<file path="src/rtl/modn_counter.sv">
`timescale 1ns/1ps
module modn_counter #(
  parameter int MODULUS  = 4,
  parameter int TIE_RULE = 0,
  localparam int W = (MODULUS < 2) ? 1 : $clog2(MODULUS)
) (
  input  logic         clk,
  input  logic         rst_n,
  input  logic         inc,
  input  logic         clr,
  output logic [W-1:0] count,
  output logic         at_term,
  output logic         wrap
);
  localparam logic [W-1:0] TOP = W'(MODULUS - 1);

  generate
    if (MODULUS < 2) begin : g_bad_mod
      $error("modn_counter: MODULUS must be at least 2");
    end
    if (TIE_RULE < 0 || TIE_RULE > 2) begin : g_bad_rule
      $error("modn_counter: TIE_RULE must be 0, 1 or 2");
    end
  endgenerate

  logic [W-1:0] cnt_q;
  logic         step_up, to_zero;

  assign step_up = inc & (~clr | (TIE_RULE == 1));
  assign to_zero = clr & (~inc | (TIE_RULE == 2));
  assign at_term = (cnt_q == TOP);
  assign wrap    = at_term & step_up;
  assign count   = cnt_q;

  always_ff @(posedge clk or negedge rst_n) begin
    if (!rst_n)       cnt_q <= '0;
    else if (to_zero) cnt_q <= '0;
    else if (step_up) cnt_q <= at_term ? '0 : cnt_q + 1'b1;
  end
endmodule


</file>
<file path="config.mk">
export PLATFORM = sky130hd
export DESIGN_NAME = modn_counter
export DESIGN_NICKNAME = d
export VERILOG_FILES = /design/src/rtl/modn_counter.sv
export SDC_FILE = /design/constraint.sdc
export NUM_CORES = 1
export LEC_CHECK = 0
export BUFFER_PORTS_ARGS = -buffer_cell sky130_fd_sc_hd__buf_2
export CORE_AREA = 2 2 39 41
export DETAILED_ROUTE_END_ITERATION = 6
export DIE_AREA = 0 0 41 43
export GPL_TIMING_DRIVEN = 0
export HOLD_SLACK_MARGIN = 0.15
export PLACE_DENSITY = 0.33
export SYNTH_ARGS = -nofsm -noshare
export SYNTH_HDL_FRONTEND = slang
export SYNTH_SLANG_ARGS = --single-unit
</file>
<file path="constraint.sdc">
create_clock -name clk -period 2.48 [get_ports clk]
set_input_delay 0.124 -clock clk [delete_from_list [all_inputs] [get_ports clk]]
set_output_delay 0.124 -clock clk [all_outputs]
set_load 0.03 [all_outputs]
</file>
==> run summary <==
Crit path cell chain: ha_1 -> and2_1 -> buf_2
Setup TNS: 0 ns
R2R Setup Slk: 1.40 ns
N_diodes: 0
Initial antenna violation count: 0
Peak supply drop: 0.1611 mV
Wire per inst: 7.550 um
Final hold vios: 0
Crit Path Max Fanout: 4
Top cells by area, synth: dfrtp_1 38%, ha_1 29%, a21o_1 5.8%
Area of the die: 0.001763 sq mm
Worst slack, placed: 1.406 ns
Max Slew Vio Count: 0
Via Count: 127
Final worst slack: 1.190 ns
Worst Max-Slew Pin Slew: 0.2328 ns
CTS tree: built
Worst Path Required: 2.36 ns
Clock Pin Slew Worst Setup and Hold Paths: 0.03 ns
Mapped Cells: 13
Critical path type: reg2out
Crit end category: primary output
Max Cap Violations: 0
RSZ-0062 raised after global routing: no
Die X: 41 um
Mapped Area: 130.1 sq um
Synth cell types: 9
Post-cts sizing count: 0
Area leader, netlist: dfrtp_1
Max reg flops: 2
First-pass GRT wire length: 358 um
Vias in the first global route: 110
RD Place Congestion: 0.4918
Critical Path Max Stage Delay: 0.40 ns
Later-pin clock latency in the skew report: 0.22 ns
Post-synthesis sequential area ratio: 0.3846
Worst Hold Class: in2async
Die Height: 43 um
Status: complete, no violations
Yosys warns: 0
Worst Clk Skew: 0.001645 ns
Critical Path AT: 1.17 ns
Nets: 33
Port buffer count: 7
Top Ports: 8
# rows: 14
Root cell of the clock tree: clkbuf_4
CTS Sinks: 2
Placeable Area: 0.001384 sq mm
H-tree level count: 1
Fmax: 775.0 MHz
Largest net degree at the start of global routing: 5
Type of origin of the critical path: register
Slowest CP cell: dfrtp_1
Fraction of layout cells with a size suffix above 1: 0.4167
Cell Pwr Density: 1089 mW/mm^2
Area Growth Syn to Fin: 67.31%
Post-CTS setup buffer count: 0
Drt first pass iters: 1
Worst relative slew slack: 0.8433
Post-route DRC: 0
# setup viols final: 0
Leakage: 0.1277 nW
Worst-case clock buffer depth: 2
Via density: 3.175
CTS buffer count: 3
Starting Density: 0.09403
Final period util: 0.5203
Flops & latches, synth: 2
Routed WL: 302 um
1st-iter DRT viols: 0
Fill cells: 170
Post-synth net total: 20
Total Routing Usage GR: 0.03808
Yosys top cell area share: 0.3846
Final min period: 1.290 ns
Syn avg cell area: 10.01 sq um
GR Overflow Total: 0
Antenna Nets Post-Route: 0
## power by group
part           leakage (nW)  internal, W  total [W]  switching, W
Sequential           0.0251    0.0000477  0.0000605     0.0000128
Combinational        0.0888    0.0000353   0.000105     0.0000695
Clock                0.0138    0.0000534  0.0000718     0.0000184
## synthesized netlist by cell type
cell type and number:
nand2_1 1, nor4_1 1, and2_1 1, dfrtp_1 2
o21ai_0 1, inv_1 2, nand2b_1 1, ha_1 3
a21o_1 1
## worst paths after layout
kind                                      start  cells past startpoint                   end
max                        count[0]$_DFFE_PN0P_                      3                  wrap
min                                       rst_n                      2  count[0]$_DFFE_PN0P_
max reg2reg                count[0]$_DFFE_PN0P_                      3  count[0]$_DFFE_PN0P_
min reg2reg                count[1]$_DFFE_PN0P_                      2  count[1]$_DFFE_PN0P_
max in group asynchronous                 rst_n                      2  count[1]$_DFFE_PN0P_
min in group clk                            clr                      3  count[1]$_DFFE_PN0P_
## cells in the final DEF, fill, tap and decap left out, drive strengths merged, types with 2 or more instances in the layout
cell type	instances
buf	7
ha	3
clkbuf	3
inv	2
dfrtp	2
## timing repair
action / 4_1_cts / 5_1_grt
hold buffers: 1 / 0
endpoints found under the setup margin: 0 / 0
endpoints found under the hold margin: 2 / 0
## critical path: cells and delay by family, from the launching register on
family	cells	cell delay, ns
adders and majority gates	1	0.24
DFF	1	0.40
and+or+nand+nor	1	0.14
buffers and inverters	1	0.17
## through the flow
step           hold slack, ns  total power, W  instances  instance area (sq um)    util
2_1_floorplan         -0.1716       0.0001342         13                  130.1       -
3_3_place_gp         -0.08770       0.0001636         36                  185.2  0.1338
3_5_place_dp         -0.08658       0.0001659         36                  185.2  0.1338
4_1_cts                0.2212       0.0002424         40                  217.7  0.1573
5_1_grt                0.2237       0.0002552         40                  217.7  0.1573
6_report               0.2248       0.0002371         40                  217.7  0.1573
## logic make-up after synthesis
group / after synthesis / synth area share
AOI/OAI and AO/OA: 2 / 0.09614
and+or+nand+nor: 4 / 0.1731
buffers and inverters: 2 / 0.05771
adders and majority gates: 3 / 0.2885
DFF: 2 / 0.3846
## area by class of cell
cell class              count  area [sq um]  area share
clock buffers               3         22.52      0.1034
inverters                   2         7.507     0.03448
multi-input cells           9         72.57      0.3333
flip-flops and latches      2         50.05      0.2299
well taps                  16         20.02     0.09195
repair buffers              8         45.04      0.2069
## layer usage
| layer | part of all wire | routed length, um | vias up | GRT usage |
|---|---|---|---|---|
| met5 | 0 | 0 | - | 0 |
| met4 | 0 | 0 | 0 | 0.04000 |
| met3 | 0.16 | 47 | 0 | 0.04712 |
| met2 | 0.33 | 101 | 8 | 0.03750 |
| met1 | 0.51 | 153 | 53 | 0.03514 |
| li1 | - | - | 66 | - |
(Power assumes the default switching activity.)
